`config.mk`:
```
export PLATFORM = sky130hd
export DESIGN_NAME = spi_id_responder
export DESIGN_NICKNAME = d
export VERILOG_FILES = /design/src/rtl/spiid_pkg.sv /design/src/rtl/spiid_datapath.sv /design/src/rtl/spiid_ctrl.sv /design/src/rtl/spi_id_responder.sv
export SDC_FILE = /design/constraint.sdc
export NUM_CORES = 1
export LEC_CHECK = 0
export BUFFER_PORTS_ARGS = -buffer_cell sky130_fd_sc_hd__buf_2
export CORE_AREA = 2 2 63 59
export DETAILED_ROUTE_END_ITERATION = 8
export DIE_AREA = 0 0 65 61
export PLACE_DENSITY = 0.67
export REMOVE_ABC_BUFFERS = 1
export SYNTH_ARGS = -nofsm -noshare
export SYNTH_HDL_FRONTEND = slang
export SYNTH_HIERARCHICAL = 1
export SYNTH_SLANG_ARGS = --single-unit
```
`constraint.sdc`:
```
create_clock -name clk -period 1.8 [get_ports clk]
set_input_delay 0.09 -clock clk [delete_from_list [all_inputs] [get_ports clk]]
set_output_delay 0.09 -clock clk [all_outputs]
set_load 0.05 [all_outputs]
```
`src/rtl/spiid_pkg.sv`:
```
package spiid_pkg;

  typedef enum logic [1:0] {
    ST_CMD    = 2'd0,
    ST_RESP   = 2'd1,
    ST_DONE   = 2'd2,
    ST_REJECT = 2'd3
  } spiidState_e;

  typedef struct packed {
    logic clear;
    logic shiftIn;
    logic loadNext;
    logic shiftOut;
  } spiidStrobe_t;

endpackage

```
`src/rtl/spiid_datapath.sv`:
```
module spiid_datapath
  import spiid_pkg::*;
#(
  parameter int unsigned BYTE_W   = 8,
  parameter int unsigned IDX_W    = 3,
  parameter logic [7:0]  ID_CMD   = 8'h9F,
  parameter logic [7:0]  MFR_ID   = 8'hA5,
  parameter logic [7:0]  DEV_HI   = 8'h3C,
  parameter logic [7:0]  DEV_LO   = 8'h07,
  parameter logic [7:0]  EXT_BYTE = 8'h5A
) (
  input  logic             clk,
  input  logic             rstN,
  input  logic             si,
  input  spiidStrobe_t     strb,
  input  logic [IDX_W-1:0] byteSel,
  output logic             opMatch,
  output logic             soBit
);

  localparam logic [BYTE_W-1:0] EXT_LEN = BYTE_W'(1);

  logic              siQ;
  logic [BYTE_W-1:0] cmdReg;
  logic [BYTE_W-1:0] outReg;
  logic [BYTE_W-1:0] nextByte;

  always_comb begin
    case (byteSel)
      IDX_W'(0): nextByte = MFR_ID;
      IDX_W'(1): nextByte = DEV_HI;
      IDX_W'(2): nextByte = DEV_LO;
      IDX_W'(3): nextByte = EXT_LEN;
      default:   nextByte = EXT_BYTE;
    endcase
  end

  assign opMatch = ({cmdReg[BYTE_W-2:0], siQ} == ID_CMD);
  assign soBit   = outReg[BYTE_W-1];

  always_ff @(posedge clk or negedge rstN) begin
    if (!rstN) begin
      siQ    <= 1'b0;
      cmdReg <= '0;
      outReg <= '0;
    end else begin
      siQ <= si;
      if (strb.clear) begin
        cmdReg <= '0;
        outReg <= '0;
      end else begin
        if (strb.shiftIn)  cmdReg <= {cmdReg[BYTE_W-2:0], siQ};
        if (strb.loadNext) outReg <= nextByte;
        else if (strb.shiftOut) outReg <= {outReg[BYTE_W-2:0], 1'b0};
      end
    end
  end

endmodule

```
`src/rtl/spiid_ctrl.sv`:
```
module spiid_ctrl
  import spiid_pkg::*;
#(
  parameter int unsigned BYTE_W     = 8,
  parameter int unsigned RESP_BYTES = 5,
  parameter int unsigned IDX_W      = 3
) (
  input  logic             clk,
  input  logic             rstN,
  input  logic             sck,
  input  logic             csN,
  input  logic             opMatch,
  output spiidStrobe_t     strb,
  output logic [IDX_W-1:0] byteSel,
  output logic             driving
);

  localparam int unsigned CNT_W = $clog2(BYTE_W);
  localparam logic [CNT_W-1:0] LAST_BIT = CNT_W'(BYTE_W - 1);
  localparam logic [IDX_W-1:0] LAST_IDX = IDX_W'(RESP_BYTES - 1);

  spiidState_e      state;
  logic             sckQ, sckPrev, csQ;
  logic             sckRise, sckFall;
  logic [CNT_W-1:0] bitCnt;
  logic [IDX_W-1:0] byteIdx;

  assign sckRise = sckQ & ~sckPrev;
  assign sckFall = ~sckQ & sckPrev;

  always_ff @(posedge clk or negedge rstN) begin
    if (!rstN) begin
      sckQ    <= 1'b0;
      sckPrev <= 1'b0;
      csQ     <= 1'b1;
    end else begin
      sckQ    <= sck;
      sckPrev <= sckQ;
      csQ     <= csN;
    end
  end

  always_comb begin
    strb    = '0;
    byteSel = byteIdx;
    if (csQ) begin
      strb.clear = 1'b1;
    end else begin
      case (state)
        ST_CMD: if (sckRise) begin
          strb.shiftIn = 1'b1;
          if (bitCnt == LAST_BIT && opMatch) begin
            strb.loadNext = 1'b1;
            byteSel       = '0;
          end
        end
        ST_RESP: if (sckFall && driving) begin
          if (bitCnt == LAST_BIT) begin
            if (byteIdx != LAST_IDX) begin
              strb.loadNext = 1'b1;
              byteSel       = byteIdx + IDX_W'(1);
            end
          end else begin
            strb.shiftOut = 1'b1;
          end
        end
        default: ;
      endcase
    end
  end

  always_ff @(posedge clk or negedge rstN) begin
    if (!rstN) begin
      state   <= ST_CMD;
      bitCnt  <= '0;
      byteIdx <= '0;
      driving <= 1'b0;
    end else if (csQ) begin
      state   <= ST_CMD;
      bitCnt  <= '0;
      byteIdx <= '0;
      driving <= 1'b0;
    end else begin
      case (state)
        ST_CMD: if (sckRise) begin
          if (bitCnt == LAST_BIT) begin
            bitCnt <= '0;
            state  <= opMatch ? ST_RESP : ST_REJECT;
          end else begin
            bitCnt <= bitCnt + CNT_W'(1);
          end
        end
        ST_RESP: if (sckFall) begin
          if (!driving) begin
            driving <= 1'b1;
          end else if (bitCnt == LAST_BIT) begin
            bitCnt <= '0;
            if (byteIdx == LAST_IDX) begin
              state   <= ST_DONE;
              driving <= 1'b0;
            end else begin
              byteIdx <= byteIdx + IDX_W'(1);
            end
          end else begin
            bitCnt <= bitCnt + CNT_W'(1);
          end
        end
        default: ;
      endcase
    end
  end

endmodule

```
`src/rtl/spi_id_responder.sv`:
```
module spi_id_responder
  import spiid_pkg::*;
#(
  parameter logic [7:0] ID_CMD    = 8'h9F,
  parameter logic [7:0] MFR_ID    = 8'hA5,
  parameter logic [7:0] DEV_ID_HI = 8'h3C,
  parameter logic [7:0] DEV_ID_LO = 8'h07,
  parameter logic [7:0] EXT_BYTE  = 8'h5A
) (
  input  logic clk,
  input  logic rstN,
  input  logic csN,
  input  logic sck,
  input  logic si,
  output logic soData,
  output logic soEn
);

  localparam int unsigned BYTE_W     = 8;
  localparam int unsigned RESP_BYTES = 5;
  localparam int unsigned IDX_W      = $clog2(RESP_BYTES);

  spiidStrobe_t     strb;
  logic [IDX_W-1:0] byteSel;
  logic             opMatch;
  logic             soBit;
  logic             driving;

  spiid_ctrl #(
    .BYTE_W(BYTE_W), .RESP_BYTES(RESP_BYTES), .IDX_W(IDX_W)
  ) ctrlI (
    .clk(clk), .rstN(rstN), .sck(sck), .csN(csN), .opMatch(opMatch),
    .strb(strb), .byteSel(byteSel), .driving(driving)
  );

  spiid_datapath #(
    .BYTE_W(BYTE_W), .IDX_W(IDX_W), .ID_CMD(ID_CMD), .MFR_ID(MFR_ID),
    .DEV_HI(DEV_ID_HI), .DEV_LO(DEV_ID_LO), .EXT_BYTE(EXT_BYTE)
  ) dpI (
    .clk(clk), .rstN(rstN), .si(si), .strb(strb), .byteSel(byteSel),
    .opMatch(opMatch), .soBit(soBit)
  );

  assign soEn   = driving & ~csN;
  assign soData = soEn & soBit;

endmodule

```
==> impl_metrics.yaml <==
run_status:
  outcome: "finished with violations"
  violations: "setup timing"
die:
  die_w_um: 65
  die_h_um: 61
  placementRows: 20
  initial_utilization_pct: 48.51
  die_area_um2: 3965
  core-area_um2: 3278
  ios: 7
synth:
  netlist_area_um2: 1590
  syn_inst: 163
  avgSynthCellArea_um2: 9.756
  synth.area.mux_share_pct: 5.980
  synthArstFlopShare_pct: 100.0
  synth_ff_type: "dfrtp_1"
  yosysUniqueCellTypes: 49
  synth_area_leaders: "dfrtp_1 (42%), mux2i_1 (5.0%), nor2_1 (3.8%), ha_1 (3.1%), nor2b_1 (2.8%)"
  yosys.cell_count.top_type: "dfrtp_1"
  synth_compound_area_share_pct: 17.94
  yosys.area_share.simple_pct: 22.66
  synth_edf_count: 0
  synth_warnings: 6
  synth_xor_xnor_area_share_pct: 0
  synth_top_area_share_pct: 42.49
  synthAdderAreaFrac_pct: 3.147
  ys_seq_area_share_pct: 44.14
  synth_top_family_by_area: "simple AND/OR/NAND/NOR gates"
  synth_top_cells_by_count: "dfrtp_1 (27), nor2_1 (16), inv_1 (11), nand2_1 (9), mux2i_1 (8)"
  synth-seq-cells: 28
  synth_top_cell_by_area: "dfrtp_1"
critical_path:
  cp.required_ns: 2.01
  worstSetupPathType: "reg2reg"
  end_kind: "flop"
  cp_data_arrival_time_ns: 2.20
  cp_max_fo: 7
  rrSetupSlack_ns: -0.18
  start_kind: "flop"
routing:
  drt_pre_antenna_iters: 4
  drc: 0
  routed-via-count: 1447
  drt_iter0_drc: 102
  via_per_inst: 5.858
  wl_per_cell_um: 16.04
  ant_nets: 0
  wl_um: 3962
place:
  place_congestion: 0.9889
  place_hpwl_um: 2595
  placed_area_um2: 1852
  port_buffers: 6
power:
  p_leak_nw: 0.9509
  p_int_w: 0.0009689
  clkPwrFrac_pct: 40.4
  comb_power_share_pct: 6.4
  p_sw_w: 0.0002451
  pwr-share-seq_pct: 53.2
  irDropWorstVdd_v: 0.0005807
  swShare_pct: 20.19
  power_density_nw_per_um2: 578.6
clock_tree:
  ctsHtreeMaxLevel: 1
  cts_tree: "done"
  cts.root.buffer_cell: "clkbuf_8"
  numCtsBuffers: 3
  worst_skew_pair.late_latency_ns: 0.28
  clk_path_buf_depth: 2
  clkTransAtPathRegs_ns: 0.10
  cts_sinks: 28
global_routing:
  antenna_found_initial: 0
  grt_max_degree: 29
  groute.usage.overall_pct: 22.03
  grt_pass1_wl_um: 6624
  gr-total-overflow: 0
  grt_pass1_vias: 1442
sta:
  worstMarginPinSlew_ns: 0.6385
  rsz0062_at_grt: "true"
  timing.final.crit_share_pct: 110.3
  setup_violations: 8
  skew_ns: 0.007917
  min_period_ns: 1.985
  holdWs_ns: 0.3546
  hold_violations: 0
  finalWorstSetupSlack_ns: -0.1849
  final_max_slew_viol_count: 0
  max_freq_mhz: 503.8
  slew_headroom_pct: 57.43
layout:
  syn_to_final_growth_pct: 31.94
  n_fill_cell: 269
  n_antenna_cell: 0
  stdcell_area_um2: 2098
  nets: 213
  drive_above_1_share_pct: 34.48
worst_hold_path:
  hold_class: "in2async"
run:
  cap_violations: 0
-- power groups by stage --
stage	combinational, W	clock (W)	sequential (W)
final	0.0000779	0.000491	0.000645
after floorplan	0.0000249	0	0.000662
after detailed placement	0.0000684	0	0.000658
after CTS	0.0000769	0.000503	0.000645
after global placement	0.0000655	0	0.000657
after global routing	0.0000854	0.000540	0.000647
-- stage by stage --
| step | power [W] | util [%] | setup TNS [ns] | cells | setup WS, ns |
|---|---|---|---|---|---|
| after floorplan | 0.0006867 | - | -5.279 | 153 | -0.7906 |
| final | 0.001214 | 64.01 | -1.015 | 247 | -0.1849 |
| after detailed placement | 0.0007261 | 56.49 | -1.894 | 234 | -0.3431 |
| after CTS | 0.001226 | 62.75 | -0.4629 | 244 | -0.07954 |
| after global routing | 0.001273 | 64.01 | -2.237 | 247 | -0.3574 |
| after global placement | 0.0007227 | 56.49 | -1.205 | 234 | -0.2082 |
-- final cells by class --
class	count	area (µm²)	share of cell area (%)
Clock inverter	1	30.03	1.431
Sequential cell	28	701.9	33.45
Clock buffer	3	41.29	1.968
Inverter	11	41.29	1.968
Timing Repair Buffer	46	344.1	16.40
Multi-Input combinational cell	114	884.6	42.16
Tap cell	44	55.05	2.624
-- cell usage in the layout (no fill, tap or decap), types with 4 or more instances in the layout --
| master | count |
|---|---|
| buf_2 | 6 |
| inv_1 | 11 |
| dlygate4sd3_1 | 4 |
| nor2b_1 | 6 |
| dfrtp_1 | 27 |
| a211oi_1 | 5 |
| nor2_1 | 14 |
| mux2i_1 | 8 |
| nand2_1 | 9 |
| buf_4 | 35 |
| nand4b_1 | 4 |
-- kinds of logic (layout without fill, tap and decap cells) --
kind of cell / after synthesis / after routing
adder cells (fa/ha/maj): 4 / 4
flip-flops: 28 / 28
AO/OA/AOI/OAI: 38 / 38
AND/OR/NAND/NOR: 63 / 63
multiplexers: 9 / 9
buffers and inverters: 21 / 61
-- final timing paths --
path	start	end	cells after the start
max in group asynchronous	rstN	dpI/cmdReg[4]$_DFFE_PN0P_	2
hold reg to reg	ctrlI/sckQ$_DFF_PN0_	ctrlI/sckPrev$_DFF_PN0_	0
setup reg to reg	ctrlI/bitCnt[0]$_DFFE_PN0P_	dpI/outReg[7]$_DFFE_PN0P_	9
setup / recovery	ctrlI/bitCnt[0]$_DFFE_PN0P_	dpI/outReg[7]$_DFFE_PN0P_	9
min in group clk	si	dpI/siQ$_DFF_PN0_	2
hold / removal	rstN	ctrlI/byteIdx[1]$_DFFE_PN0P_	2
-- worst max-delay path: stages (launching register included) --
cell	delay (ns)
dfrtp_1	0.37
ha_2	0.19
ha_4	0.17
nand4b_1	0.19
o211ai_1	0.26
o211ai_1	0.20
buf_4	0.19
nor3_2	0.14
nand2_1	0.09
a21oi_2	0.13
-- timing repair --
item / in CTS / in global routing
endpoints found under the hold margin: 30 / 0
hold buffers: 4 / 0
pin swaps: 9 / 2
resized for setup: 19 / 3
setup endpoints to repair: 8 / 8
setup buffers: 2 / 3
-- per-layer routing --
metal | global-route usage [%] | wire (µm) | vias to the layer above
met5 | 0 | 0 | -
met4 | 7.295 | 40 | 0
met3 | 5.380 | 176 | 6
met2 | 37.26 | 2007 | 41
met1 | 28.20 | 1738 | 722
li1 | - | - | 678
-- sequential cells by signal, summed over array words and instances, names as in the netlist --
name           count
ctrlI/sckQ         1
ctrlI/sckPrev      1
ctrlI/byteIdx      3
dpI/cmdReg         7
dpI/outReg         8
ctrlI/state        2
ctrlI/bitCnt       3
ctrlI/csQ          1
ctrlI/driving      1
dpI/siQ            1
(Power assumes the default switching activity.)
